<file path="src/rtl/sysmgr_pkg.sv">
// Shared definitions for the reset and interrupt supervisor.
package sysmgr_pkg;

    // Register port addresses (one address bit).
    typedef enum logic {
        ADDR_MASK   = 1'b0,
        ADDR_STATUS = 1'b1
    } sysmgr_addr_e;

    // Timeout length in clock cycles from clock rate (kHz) and time (ms).
    function automatic int unsigned timeout_cycles(input int unsigned khz,
                                                   input int unsigned ms);
        return khz * ms;
    endfunction

endpackage

</file>
<file path="src/rtl/sysmgr_sync.sv">
// Two-flop synchroniser for a vector of asynchronous inputs.
// Assumes each bit is independent; a reset value per bit keeps idle
// levels (inactive pushbuttons) from reading as events after reset.
module sysmgr_sync #(
    parameter int unsigned W    = 1,
    parameter logic [W-1:0] INIT = '0
) (
    input  logic         clk,
    input  logic         rst_n,
    input  logic [W-1:0] d,
    output logic [W-1:0] q
);
    logic [W-1:0] meta_q;

    // Two-stage capture into the clock domain.
    always_ff @(posedge clk) begin
        if (!rst_n) begin
            meta_q <= INIT;
            q      <= INIT;
        end else begin
            meta_q <= d;
            q      <= meta_q;
        end
    end
endmodule

</file>
<file path="src/rtl/sysmgr_rst_timer.sv">
// Reset timeout counter. The reset output stays asserted while hold is
// high and then for LIMIT more cycles; each new hold restarts the count.
// Assumes LIMIT >= 2 and that hold is already synchronous.
module sysmgr_rst_timer #(
    parameter int unsigned LIMIT = 16
) (
    input  logic clk,
    input  logic rst_n,
    input  logic hold,
    output logic rst_out_n
);
    localparam int unsigned CW = $clog2(LIMIT + 1);

    logic [CW-1:0] cnt_q;
    logic          done_q;

    // Counts cycles since release; clears on every hold.
    always_ff @(posedge clk) begin
        if (!rst_n || hold) begin
            cnt_q <= '0;
        end else if (!done_q) begin
            cnt_q <= cnt_q + 1'b1;
        end
    end

    // Registered release flag so the output never glitches.
    always_ff @(posedge clk) begin
        if (!rst_n || hold) begin
            done_q <= 1'b0;
        end else if (cnt_q == CW'(LIMIT - 1)) begin
            done_q <= 1'b1;
        end
    end

    assign rst_out_n = done_q;
endmodule

</file>
<file path="src/rtl/sysmgr_fault_regs.sv">
// Fault mask and latched fault status with a host register port.
// A status read clears the bits latched at that edge; a fault still
// present and unmasked at that edge keeps its bit. Assumes faults are
// already synchronous.
module sysmgr_fault_regs
    import sysmgr_pkg::*;
#(
    parameter int unsigned NF = 4
) (
    input  logic          clk,
    input  logic          rst_n,
    input  logic [NF-1:0] fault_s,
    input  logic          reg_wr,
    input  logic          reg_rd,
    input  logic          reg_addr,
    input  logic [NF-1:0] reg_wdata,
    output logic [NF-1:0] reg_rdata,
    output logic [NF-1:0] mask_q,
    output logic [NF-1:0] status_q
);
    logic          rd_status;
    logic [NF-1:0] clr_bits;
    logic [NF-1:0] set_bits;

    // Decode which bits a status read removes and which faults latch.
    always_comb begin
        rd_status = reg_rd && (reg_addr == ADDR_STATUS);
        clr_bits  = rd_status ? status_q : '0;
        set_bits  = fault_s & ~mask_q;
    end

    // Mask register, written by the host, all masked after reset.
    always_ff @(posedge clk) begin
        if (!rst_n) begin
            mask_q <= '1;
        end else if (reg_wr && (reg_addr == ADDR_MASK)) begin
            mask_q <= reg_wdata;
        end
    end

    // Sticky status: setting wins over a clearing read.
    always_ff @(posedge clk) begin
        if (!rst_n) begin
            status_q <= '0;
        end else begin
            status_q <= (status_q & ~clr_bits) | set_bits;
        end
    end

    // Read data multiplexer.
    assign reg_rdata = (reg_addr == ADDR_STATUS) ? status_q : mask_q;
endmodule

</file>
<file path="src/rtl/sysmgr_supervisor.sv">
// Reset and interrupt supervisor top. Synchronises all inputs, holds
// the system reset through a parameterised timeout, drives a
// registered interrupt from pushbutton levels and latched faults, and
// tracks the enabled state from four enable inputs.
// Assumes a free-running clk and a synchronous active-low rst_n.
module sysmgr_supervisor
    import sysmgr_pkg::*;
#(
    parameter int unsigned NF         = 4,
    parameter int unsigned CLK_KHZ    = 50000,
    parameter int unsigned TIMEOUT_MS = 260
) (
    input  logic          clk,
    input  logic          rst_n,
    input  logic          hard_rst_n,
    input  logic          soft_req_n,
    input  logic [3:0]    reg_en,
    input  logic [NF-1:0] fault_in,
    input  logic          reg_wr,
    input  logic          reg_rd,
    input  logic          reg_addr,
    input  logic [NF-1:0] reg_wdata,
    output logic [NF-1:0] reg_rdata,
    output logic          sys_rst_n,
    output logic          irq_n,
    output logic          sys_enabled
);
    localparam int unsigned LIMIT = timeout_cycles(CLK_KHZ, TIMEOUT_MS);
    localparam int unsigned SW    = 2 + 4 + NF;
    localparam logic [SW-1:0] SYNC_INIT = {2'b11, {(4 + NF){1'b0}}};

    logic [SW-1:0] sync_q;
    logic          hard_s_n;
    logic          soft_s_n;
    logic [3:0]    en_s;
    logic [NF-1:0] fault_s;
    logic [NF-1:0] mask_q;
    logic [NF-1:0] status_q;
    logic          hold_s;
    logic          pb_any_s;
    logic          irq_q;
    logic          en_q;

    sysmgr_sync #(.W(SW), .INIT(SYNC_INIT)) u_sync (
        .clk   (clk),
        .rst_n (rst_n),
        .d     ({hard_rst_n, soft_req_n, reg_en, fault_in}),
        .q     (sync_q)
    );

    assign {hard_s_n, soft_s_n, en_s, fault_s} = sync_q;
    assign hold_s   = !hard_s_n;
    assign pb_any_s = !hard_s_n || !soft_s_n;

    sysmgr_rst_timer #(.LIMIT(LIMIT)) u_timer (
        .clk       (clk),
        .rst_n     (rst_n),
        .hold      (hold_s),
        .rst_out_n (sys_rst_n)
    );

    sysmgr_fault_regs #(.NF(NF)) u_faults (
        .clk       (clk),
        .rst_n     (rst_n),
        .fault_s   (fault_s),
        .reg_wr    (reg_wr),
        .reg_rd    (reg_rd),
        .reg_addr  (reg_addr),
        .reg_wdata (reg_wdata),
        .reg_rdata (reg_rdata),
        .mask_q    (mask_q),
        .status_q  (status_q)
    );

    // Registered interrupt request: button level or any latched fault.
    always_ff @(posedge clk) begin
        if (!rst_n) begin
            irq_q <= 1'b0;
        end else begin
            irq_q <= pb_any_s || (|status_q);
        end
    end

    // Enabled while any enable input is active.
    always_ff @(posedge clk) begin
        if (!rst_n) begin
            en_q <= 1'b0;
        end else begin
            en_q <= |en_s;
        end
    end

    assign irq_n       = !irq_q;
    assign sys_enabled = en_q;
endmodule

</file>
<file path="config.mk">
export PLATFORM = sky130hd
export DESIGN_NAME = sysmgr_supervisor
export DESIGN_NICKNAME = d
export VERILOG_FILES = /design/src/rtl/sysmgr_pkg.sv /design/src/rtl/sysmgr_sync.sv /design/src/rtl/sysmgr_rst_timer.sv /design/src/rtl/sysmgr_fault_regs.sv /design/src/rtl/sysmgr_supervisor.sv
export SDC_FILE = /design/constraint.sdc
export NUM_CORES = 1
export LEC_CHECK = 0
export ABC_AREA = 1
export CAP_MARGIN = 20
export CORE_MARGIN = 8
export CORE_UTILIZATION = 35
export DETAILED_ROUTE_END_ITERATION = 7
export DONT_BUFFER_PORTS = 1
export GPL_TIMING_DRIVEN = 0
export PLACE_DENSITY = 0.6
export SETUP_SLACK_MARGIN = 0.2
export SYNTH_ARGS = -nofsm -noshare
export SYNTH_HDL_FRONTEND = slang
export SYNTH_HIERARCHICAL = 1
export SYNTH_SLANG_ARGS = --single-unit
</file>
<file path="constraint.sdc">
create_clock -name clk -period 1.2 [get_ports clk]
set_input_delay 0.18 -clock clk [delete_from_list [all_inputs] [get_ports clk]]
set_output_delay 0.18 -clock clk [all_outputs]
set_load 0.01 [all_outputs]
</file>
==> results of run 1 <==
[power by group through the flow]
stage	Sequential, mW	Clock [mW]	Combinational [mW]
final	1.91	1.30	0.280
after global routing	1.91	1.41	0.311
after CTS	1.91	1.34	0.261
after detailed placement	1.95	0	0.177
after global placement	1.95	0	0.176
after floorplan	1.95	0	0.144
[path summary, 6_finish.rpt]
path | to | slack [ns]
min reg2reg | u_sync/q[8]$_SDFF_PN1_ | 0.40
max | u_timer/cnt_q[20]$_SDFFE_PP0N_ | -0.07
min | u_faults/mask_q[1]$_SDFFE_PN1P_ | 0.01
max reg2reg | u_timer/cnt_q[20]$_SDFFE_PP0N_ | -0.07
[metrics by stage]
step / std cells / power [mW] / hold WS [ns] / worst slack [ns] / cell area [sq um]
after detailed placement: 418 / 2.13 / 0.269 / -0.179 / 2560
after floorplan: 338 / 2.09 / 0.264 / -0.0668 / 2460
final: 460 / 3.48 / 0.0140 / -0.0740 / 3110
after CTS: 453 / 3.51 / 0.00865 / -0.0740 / 3010
after global placement: 418 / 2.13 / 0.268 / -0.181 / 2560
after global routing: 460 / 3.64 / 0.0124 / -0.194 / 3110
[cells in the final DEF, fill, tap and decap left out, types with 6 or more instances in the layout]
cell type      instances
dfxtp_1               28
nor2_2                10
nand2_4                6
nor2_1                38
nand2_1               93
dfxtp_2               22
inv_2                  6
nand3_1               18
inv_1                 51
clkbuf_8               6
a21oi_1                9
dlygate4sd3_1         12
nor2_4                 7
nand4_1                6
nand2_2                6
buf_4                 20
[logic make-up (layout without fill, tap and decap cells)]
group | count (synthesis) | in the layout | share of synthesized area
simple gates | 191 | 191 | 0.361
buf+inv | 64 | 106 | 0.114
flops | 55 | 55 | 0.456
compound gates | 23 | 23 | 0.0492
xor+xnor | 4 | 4 | 0.0145
fa+ha+maj | 1 | 1 | 0.00518
[layer usage]
metal  part of all wire  vias to the layer above  routed length, um  track usage
met5                  0                        -                  0            0
li1                   -                     1106                  -            -
met2               0.48                       50               2520        0.202
met4             0.0058                        0                 30       0.0279
met3              0.065                        5                337       0.0388
met1               0.45                      936               2330        0.120
[critical path: cells and delay by family, from the launching register on]
family / cells / cell delay [ns]
adders and majority gates: 1 / 0.15
and+or+nand+nor: 8 / 0.60
buffers and inverters: 1 / 0.03
DFF: 1 / 0.39
[repair_timing]
| action | 4_1_cts | 5_1_grt |
|---|---|---|
| resized for setup | 44 | 17 |
| hold endpoints to repair | 15 | 1 |
| hold buffers | 11 | 1 |
| endpoints found under the setup margin | 29 | 29 |
| setup buffers | 16 | 6 |
| gates cloned | 0 | 0 |
| pin swaps | 20 | 7 |
[sequential cells by signal (all words and copies together) (netlist names)]
register	flops
u_faults/mask_q	4
u_timer/rst_out_n	1
u_sync/q	10
sys_enabled	1
u_sync/meta_q	10
u_timer/cnt_q	24
irq_q	1
u_faults/status_q	4
[synth_stat cells, drive strengths merged]
| cell | instances |
|---|---|
| nand2 | 105 |
| inv | 60 |
| nor2 | 56 |
| dfxtp | 55 |
| nand3 | 20 |
| a21oi | 11 |
| o21ai | 10 |
| nand4 | 6 |
| buf | 3 |
| nor3 | 3 |
| xor2 | 3 |
| a21boi | 1 |
| a31oi | 1 |
| clkbuf | 1 |
| ha | 1 |
| nor3b | 1 |
| xnor2 | 1 |
[cell type report]
class / count / area share
Clock buffer: 5 / 0.0222
Tap cell: 80 / 0.0322
Clock inverter: 3 / 0.0161
Timing Repair Buffer: 34 / 0.0943
Buffer: 4 / 0.0153
Inverter: 60 / 0.0753
Sequential cell: 55 / 0.369
Multi-Input combinational cell: 219 / 0.375
==> results by group, run 1 <==
Status
  • Status: finished with violations
  • Failing checks: negative setup slack

Worst setup path
  • FF-to-FF path depth: 10
  • CP Class: reg -> reg
  • Slowest CP cell: dfxtp_4
  • Critical path origin: u_timer/cnt_q[0]$_SDFFE_PP0N_
  • Critical Path Fanout Max: 7
  • RR Startpoint: u_timer/cnt_q[0]$_SDFFE_PP0N_
  • CP endpoint kind: flop
  • Critical Path Source Type: flop
  • Crit path cell chain: ha_4 > nand2_4 > nor2_4 > nand2_4 > nor2_8 > nand2_2 > nand2_2 > nand2_1 > nand2_1 > inv_1
  • Data required, critical path: about 1.4 ns
  • Worst path arrival time: 1.49 ns
  • CP peak stage delay: 0.39 ns

Synth
  • Synth warn: 6
  • Yosys cell types: 26
  • Synth area leader: dfxtp_1
  • Synth area leaders: dfxtp_1 (46%), nand2_1 (15%), inv_1 (8.9%)
  • Post-Syn Area: approximately 2400 sq um
  • Post-synth top area share: 0.456
  • Mean Syn Cell Area: around 7 sq um
  • Syn_nets: 358
  • Syn Inst Count: 338
  • Synth Register Bits: 55
  • Post-synthesis sequential area ratio: 0.456

Clock network
  • CTS root buffer: clkbuf_8
  • Clock tree buffer depth: 2
  • CTS H-tree depth: 2
  • Reg clk slew, reported paths: 0.11 ns
  • TritonCTS clock tree: built
  • TritonCTS Buffers: 5
  • Clock Latency Late Sink: roughly 0.31 ns
  • # clock sinks: between 50 and 60

Routing
  • Pre-antenna DRT Iters: 4
  • ANT nets after route: 0
  • Number of vias per cell: around 4.6
  • Wire length per cell: between 10 and 15 um
  • Vias after detailed routing: roughly 2100
  • Drt total wl: 5.22 mm
  • # DRC: 0
  • First DRT Iteration DRCs: around 110

Timing
  • Unrepaired setup endpoints after global routing: true
  • Setup WS post-layout: -0.0740 ns
  • Final setup TNS: -0.475 ns
  • Worst-Margin Slew: 0.220 ns
  • Period utilization: 1.06
  • Clock Skews: 0.0125 ns
  • Final Hold Vio Count: 0
  • Slew HR: 0.853
  • Slew Viols, Final: 0
  • F_max: 0.785 GHz
  • Final setup fails: 12
  • Tmin final: 1.27 ns

Worst hold path
  • Hold Crit Start: reg_wdata[1]
  • Hold Path Depth: 2
  • Hold Crit Class: in -> reg

Floorplan
  • Initial Util: 0.358
  • Row count: 30
  • Die area: 9820 sq um
  • Die Width: 99.1 um
  • Die height: 99.1 um
  • I/O pins: 26
  • Core Area: 6760 sq um

Power
  • Worst VDD drop: 0.808 mV
  • PwrDens: 1120 nW/um^2
  • Net Sw Frac: 0.236
  • Clock Power Share: 0.372
  • Leak: 1.46 nW
  • Flop pwr share: 0.547
  • Logic pwr share: 0.081
  • Int Power: 2.66 mW
  • Switching power: a little over 800 uW

Global route
  • Number of global-route vias before repair: 2120
  • Total GRT Usage: 0.111
  • Initial antenna violation count: 0
  • First-pass GRT wire length: 8.96 mm
  • Pin count of the biggest net entering global routing: 20
  • GR Overflow Total: 0

Layout
  • Antenna Diode Count: 0
  • Register area: 1150 sq um
  • Area of the multi-input gates: 1160 sq um
  • Fin util: 0.460
  • Share of layout cells above drive strength 1: 0.289
  • NumNets Final: 399
  • Area grow syn2layout: 28.5%
  • Layout fillers: ~700

Placed design
  • Port Buffer Count: 0
  • Global placement routability congestion: 0.821
  • HPWL after detailed placement: approximately 3.3 mm

Flow run
  • Max Cap Violations: 0
Power figures use the tool's default switching activity.
==> run 2: changes to the inputs <==
--- a/config.mk
+++ b/config.mk
@@ -8,12 +8,12 @@
 export ABC_AREA = 1
 export CAP_MARGIN = 20
 export CORE_MARGIN = 8
-export CORE_UTILIZATION = 35
+export CORE_UTILIZATION = 45
 export DETAILED_ROUTE_END_ITERATION = 7
 export DONT_BUFFER_PORTS = 1
 export GPL_TIMING_DRIVEN = 0
-export PLACE_DENSITY = 0.6
-export SETUP_SLACK_MARGIN = 0.2
+export PLACE_DENSITY = 0.71
+export SETUP_SLACK_MARGIN = 0.1
 export SYNTH_ARGS = -nofsm -noshare
 export SYNTH_HDL_FRONTEND = slang
 export SYNTH_HIERARCHICAL = 1
==> results by group, run 2 (same netlist as run 1, synthesis figures left out) <==
Clock network
  • Reg clk slew, reported paths: 0.11 ns (about the same)
  • TritonCTS Buffers: 5 (unchanged)
  • CTS root buffer: clkbuf_8 (unchanged)
  • Clock Latency Late Sink: 0.32 ns (was 0.31 ns)
  • Clock tree buffer depth: 2 (unchanged)
  • # clock sinks: 55 (unchanged)
  • CTS H-tree depth: 2 (unchanged)
  • TritonCTS clock tree: built (unchanged)

Power
  • PwrDens: 1090 nW/um^2 (was 1120 nW/um^2)
  • Leak: 1.41 nW (was 1.46 nW)
  • Worst VDD drop: 0.929 mV (was 0.808 mV)

Floorplan
  • Row count: 26 (was 30)
  • Initial Util: 0.470 (was 0.358)
  • Die area: 7970 sq um (was 9820 sq um)
  • Die height: 89.3 um (was 99.1 um)
  • Die Width: 89.3 um (was 99.1 um)
  • Core Area: 5140 sq um (was 6760 sq um)
  • I/O pins: 26 (unchanged)

Timing
  • Final Hold Vio Count: 0 (unchanged)
  • Slew HR: 0.845 (was 0.853)
  • Setup WS post-layout: -0.0804 ns (was -0.0740 ns)
  • Period utilization: 1.07 (was 1.06)
  • Clock Skews: 0.0116 ns (was 0.0125 ns)
  • F_max: 0.781 GHz (was 0.785 GHz)
  • Unrepaired setup endpoints after global routing: true (unchanged)
  • Final setup fails: 10 (was 12)
  • Final setup TNS: -0.395 ns (was -0.475 ns)
  • Slew Viols, Final: 0 (unchanged)
  • Worst-Margin Slew: 0.231 ns (was 0.220 ns)
  • Tmin final: 1.28 ns (was 1.27 ns)

Worst setup path
  • Crit path cell chain: ha_4 > nand2_4 > nor2_4 > nand2_4 > nor2_8 > buf_4 > nand2_2 > nand2_1 > nor2_1 (was ha_4 > nand2_4 > nor2_4 > nand2_4 > nor2_8 > nand2_2 > nand2_2 > nand2_1 > nand2_1 > inv_1)
  • Critical Path Fanout Max: 6 (was 7)
  • Worst path arrival time: 1.51 ns (was 1.49 ns)
  • CP peak stage delay: 0.39 ns (about the same)
  • Slowest CP cell: dfxtp_4 (unchanged)
  • Data required, critical path: 1.43 ns (was 1.42 ns)
  • Critical Path Source Type: flop (unchanged)
  • Critical path's most frequent cell: nand2_4
  • CP endpoint kind: flop (unchanged)
  • CP Class: reg -> reg (unchanged)

Status
  • Failing checks: negative setup slack (unchanged)
  • Status: finished with violations (unchanged)

Global route
  • Number of global-route vias before repair: 2009 (was 2120)
  • Initial antenna violation count: 0 (unchanged)
  • Pin count of the biggest net entering global routing: 21 (was 20)
  • GR Overflow Total: 0 (unchanged)
  • First-pass GRT wire length: 8.35 mm (was 8.96 mm)
  • Total GRT Usage: 0.136 (was 0.111)

Worst hold path
  • Hold Crit Class: in -> reg (unchanged)

Layout
  • Biggest regs: u_timer/cnt_q x24, u_sync/meta_q x10, u_sync/q x10 (unchanged)
  • Share of layout cells above drive strength 1: 0.274 (was 0.289)
  • Max reg flops: 24 (unchanged)
  • Fin util: 0.586 (was 0.460)
  • Antenna Diode Count: 0 (unchanged)
  • Commonest non-fill, non-tap cell in the layout: nand2_1 (unchanged)
  • Most flops, register: u_timer/cnt_q (unchanged)
  • Most frequent cells in the layout: nand2_1 (93), inv_1 (52), nor2_1 (39) (was nand2_1 (93), inv_1 (51), nor2_1 (38))
  • NumNets Final: 391 (was 399)
  • Area grow syn2layout: 24.8% (was 28.5%)

Routing
  • Max Used Layer: met4 (unchanged)
  • First DRT Iteration DRCs: 104 (was 111)
  • Pre-antenna DRT Iters: 4 (unchanged)
  • # DRC: 0 (unchanged)
  • ANT nets after route: 0 (unchanged)
  • Wire length per cell: 11.2 um (was 11.3 um)
  • Drt total wl: 4.96 mm (was 5.22 mm)
  • Met2 WL: 2.51 mm (was 2.52 mm)
  • Number of vias per cell: 4.65 (was 4.56)
  • Vias after detailed routing: 2055 (was 2097)
  • Routed wl met3: 231 um (was 337 um)
  • Wire length on met1: 2.14 mm (was 2.33 mm)

Placed design
  • Global placement routability congestion: 0.817 (was 0.821)
  • Port Buffer Count: 0 (unchanged)
  • HPWL after detailed placement: 3.27 mm (was 3.31 mm)
  • Pre-CTS setup slack: -0.188 ns (was -0.179 ns)

Flow run
  • Max Cap Violations: 0 (unchanged)
## run 2: cell types whose count changed in the layout (fill, tap and decap cells not counted), moves of 2 or more
cell and change:
o21ai_1 -2, buf_6 -2, o21ai_0 +2, buf_4 -5
nor2_2 -2
## run 2: final timing paths
kind	startpoint	end	slack [ns]	cells past startpoint
max	u_timer/cnt_q[0]$_SDFFE_PP0N_	u_timer/cnt_q[14]$_SDFFE_PP0N_	-0.08	9
min	reg_wdata[1]	u_faults/mask_q[1]$_SDFFE_PN1P_	0.01	2
max reg2reg	u_timer/cnt_q[0]$_SDFFE_PP0N_	u_timer/cnt_q[14]$_SDFFE_PP0N_	-0.08	9
min reg2reg	u_sync/meta_q[8]$_SDFF_PN1_	u_sync/q[8]$_SDFF_PN1_	0.40	2
## run 2: layout make-up
class	count	area, sq um
Clock inverter	3	33.8
Buffer	4	47.5
Fill cell	500	2130
Timing Repair Buffer	26	223
Sequential cell	55	1150
Tap cell	70	87.6
Clock buffer	5	68.8
Multi-Input combinational cell	219	1170
Inverter	60	234
## run 2: what timing repair did
action                                  4_1_cts  5_1_grt
hold endpoints to repair                     15        0
pin swaps                                    11        7
hold buffers                                 11        0
setup buffers                                11        4
gates resized for setup                      31       34
endpoints found under the setup margin       27       28
## run 2: layer usage
layer  vias up  GRT usage
li1       1089          -
met1       926      0.141
met2        33      0.240
met3         7     0.0579
met4         0     0.0453
met5         -          0
## run 2: critical path: cells and delay by family (launching register included)
family | cells | cell delay (ns)
simple gates | 7 | 0.51
fa+ha+maj | 1 | 0.15
buf+inv | 1 | 0.14
flops | 1 | 0.39
## run 2: power breakdown
group | internal (mW) | leakage (nW) | total, mW | switching [mW]
Clock | 0.440 | 0.0515 | 1.10 | 0.664
Sequential | 1.87 | 0.461 | 1.90 | 0.0297
Combinational | 0.126 | 0.896 | 0.265 | 0.138
## run 2: through the flow
stage | power [mW] | instance area, sq um | hold WS, ns | std cells
after floorplan | 2.09 | 2440 | 0.264 | 338
after global placement | 2.12 | 2530 | 0.267 | 408
after detailed placement | 2.13 | 2530 | 0.269 | 408
after CTS | 3.29 | 2900 | 0.00683 | 438
after global routing | 3.43 | 3010 | 0.0169 | 442
final | 3.27 | 3010 | 0.0136 | 442
==> run 3: changes to the inputs <==
--- a/config.mk
+++ b/config.mk
@@ -18,3 +18,4 @@
 export SYNTH_HDL_FRONTEND = slang
 export SYNTH_HIERARCHICAL = 1
 export SYNTH_SLANG_ARGS = --single-unit
+export TNS_END_PERCENT = 30
==> results by group, run 3 (same netlist as run 1, synthesis figures left out) <==
Flow run
  • Max Cap Violations: 0 (unchanged)

Layout
  • Register area: 1150 sq um (about the same)
  • Commonest non-fill, non-tap cell in the layout: nand2_1 (unchanged)
  • Layout fillers: 497 (was 500)
  • Share of layout cells above drive strength 1: 0.235 (was 0.274)
  • Area of the multi-input gates: 1130 sq um (was 1170 sq um)
  • Antenna Diode Count: 0 (unchanged)
  • Biggest regs: u_timer/cnt_q x24, u_sync/meta_q x10, u_sync/q x10 (unchanged)
  • Most frequent cells in the layout: nand2_1 (95), inv_1 (52), nor2_1 (41) (was nand2_1 (93), inv_1 (52), nor2_1 (39))
  • Most flops, register: u_timer/cnt_q (unchanged)
  • Fin util: 0.568 (was 0.586)
  • NumNets Final: 385 (was 391)
  • Max reg flops: 24 (unchanged)
  • Area grow syn2layout: 20.8% (was 24.8%)

Timing
  • Final Hold Vio Count: 0 (unchanged)
  • Unrepaired setup endpoints after global routing: true (unchanged)
  • Final setup fails: 9 (was 10)
  • Clock Skews: 0.00821 ns (was 0.0116 ns)
  • Slew HR: 0.798 (was 0.845)
  • Setup WS post-layout: -0.102 ns (was -0.0804 ns)
  • Slew Viols, Final: 0 (unchanged)
  • Tmin final: 1.30 ns (was 1.28 ns)
  • Period utilization: 1.09 (was 1.07)
  • F_max: 0.768 GHz (was 0.781 GHz)
  • Worst-Margin Slew: 0.302 ns (was 0.231 ns)

Clock network
  • TritonCTS clock tree: built (unchanged)
  • TritonCTS Buffers: 5 (unchanged)
  • # clock sinks: 55 (unchanged)
  • CTS root buffer: clkbuf_8 (unchanged)
  • Clock Latency Late Sink: 0.31 ns (was 0.32 ns)
  • CTS H-tree depth: 2 (unchanged)
  • Reg clk slew, reported paths: 0.10 ns (was 0.11 ns)
  • Clock tree buffer depth: 2 (unchanged)

Status
  • Status: finished with violations (unchanged)
  • Failing checks: negative setup slack (unchanged)

Power
  • Worst VDD drop: 0.956 mV (was 0.929 mV)
  • PwrDens: 1120 nW/um^2 (was 1090 nW/um^2)
  • Leak: 1.36 nW (was 1.41 nW)

Floorplan
  • I/O pins: 26 (unchanged)
  • Core Area: 5140 sq um (unchanged)
  • Die area: 7970 sq um (unchanged)
  • Die height: 89.3 um (unchanged)
  • Die Width: 89.3 um (unchanged)
  • Initial Util: 0.470 (unchanged)
  • Row count: 26 (unchanged)

Routing
  • Number of vias per cell: 4.68 (was 4.65)
  • Wire length per cell: 11.0 um (was 11.2 um)
  • ANT nets after route: 0 (unchanged)
  • First DRT Iteration DRCs: 94 (was 104)
  • Vias after detailed routing: 2041 (was 2055)
  • Pre-antenna DRT Iters: 4 (unchanged)
  • # DRC: 0 (unchanged)
  • Drt total wl: 4.79 mm (was 4.96 mm)

Placed design
  • Pre-CTS setup slack: -0.201 ns (was -0.188 ns)
  • HPWL after detailed placement: 3.35 mm (was 3.27 mm)
  • Port Buffer Count: 0 (unchanged)
  • Global placement routability congestion: 0.807 (was 0.817)

Global route
  • Number of global-route vias before repair: 2004 (was 2009)
  • Initial antenna violation count: 0 (unchanged)
  • GR Overflow Total: 0 (unchanged)
  • First-pass GRT wire length: 8.23 mm (was 8.35 mm)
  • Pin count of the biggest net entering global routing: 19 (was 21)
  • Total GRT Usage: 0.130 (was 0.136)

Worst setup path
  • Critical Path Fanout Max: 6 (unchanged)
  • Worst path arrival time: 1.52 ns (was 1.51 ns)
  • Data required, critical path: 1.41 ns (was 1.43 ns)
  • Reg-to-reg endpoint: u_timer/cnt_q[14]$_SDFFE_PP0N_ (unchanged)
  • FF-to-FF path depth: 9 (unchanged)
  • Critical Path Source Type: flop (unchanged)
  • CP Class: reg -> reg (unchanged)
  • Reg2reg setup slack: -0.10 ns (was -0.08 ns)
  • Critical path origin: u_timer/cnt_q[0]$_SDFFE_PP0N_ (unchanged)
  • CP endpoint: u_timer/cnt_q[14]$_SDFFE_PP0N_ (unchanged)
  • RR Startpoint: u_timer/cnt_q[0]$_SDFFE_PP0N_ (unchanged)
  • CP endpoint kind: flop (unchanged)

Worst hold path
  • Hold Crit Class: in -> reg (unchanged)
  • Hold Crit Start: rst_n (was reg_wdata[1])
## run 3: final cells by class
type	instances	share of cell area
Buffer	4	0.0163
Inverter	60	0.0789
Multi-Input combinational cell	219	0.387
Timing Repair Buffer	20	0.0609
Tap cell	70	0.0300
Sequential cell	55	0.393
Clock inverter	2	0.00600
Clock buffer	6	0.0283
## run 3: worst min path at each step
stage               slack (ns)  cells past startpoint                         endpoint
finish                    0.02                      1           sys_enabled$_SDFF_PN0_
global route             0.007                      1           sys_enabled$_SDFF_PN0_
CTS                      0.006                      1           sys_enabled$_SDFF_PN0_
detailed placement        0.27                      2      u_sync/meta_q[8]$_SDFF_PN1_
global placement          0.27                      1  u_faults/mask_q[0]$_SDFFE_PN1P_
floorplan                 0.26                      1  u_faults/mask_q[0]$_SDFFE_PN1P_
## run 3: per-stage QoR
step | std cells | TNS, ns | cell area, sq um | total power, mW | hold slack, ns
2_1_floorplan | 338 | -0.103 | 2430 | 2.09 | 0.264
3_3_place_gp | 408 | -0.994 | 2520 | 2.12 | 0.267
3_5_place_dp | 408 | -1.26 | 2520 | 2.13 | 0.269
4_1_cts | 434 | -0.417 | 2820 | 3.28 | 0.00610
5_1_grt | 436 | -1.67 | 2920 | 3.40 | 0.00734
6_report | 436 | -0.476 | 2920 | 3.25 | 0.0153
## run 3: worst max-delay path, stage by stage, from the launching register on
cell	delay, ns
dfxtp_4	0.38
ha_4	0.16
nand2_4	0.06
nor2_4	0.10
nand2_4	0.09
nor2_8	0.17
buf_4	0.13
nand2_1	0.04
nand2_1	0.05
nor2_1	0.03
## run 3: metal layers
layer	share of wire	GRT usage	routed length, um
met1	0.43	0.140	2050
met2	0.51	0.239	2440
met3	0.053	0.0404	253
met4	0.0092	0.0347	44
met5	0	0	0
## run 3: timing repair
| action | 4_1_cts | 5_1_grt |
|---|---|---|
| gates resized for setup | 16 | 37 |
| hold endpoints to repair | 15 | 0 |
| endpoints found under the setup margin | 24 | 27 |
| pin swaps | 7 | 11 |
| buffers inserted | 7 | 2 |
| hold buffers | 11 | 0 |
## run 3: where the power goes
part | leakage [nW] | switching, mW | internal [mW] | total (mW)
Clock | 0.0522 | 0.624 | 0.485 | 1.11
Sequential | 0.460 | 0.0285 | 1.87 | 1.90
Combinational | 0.850 | 0.130 | 0.113 | 0.243
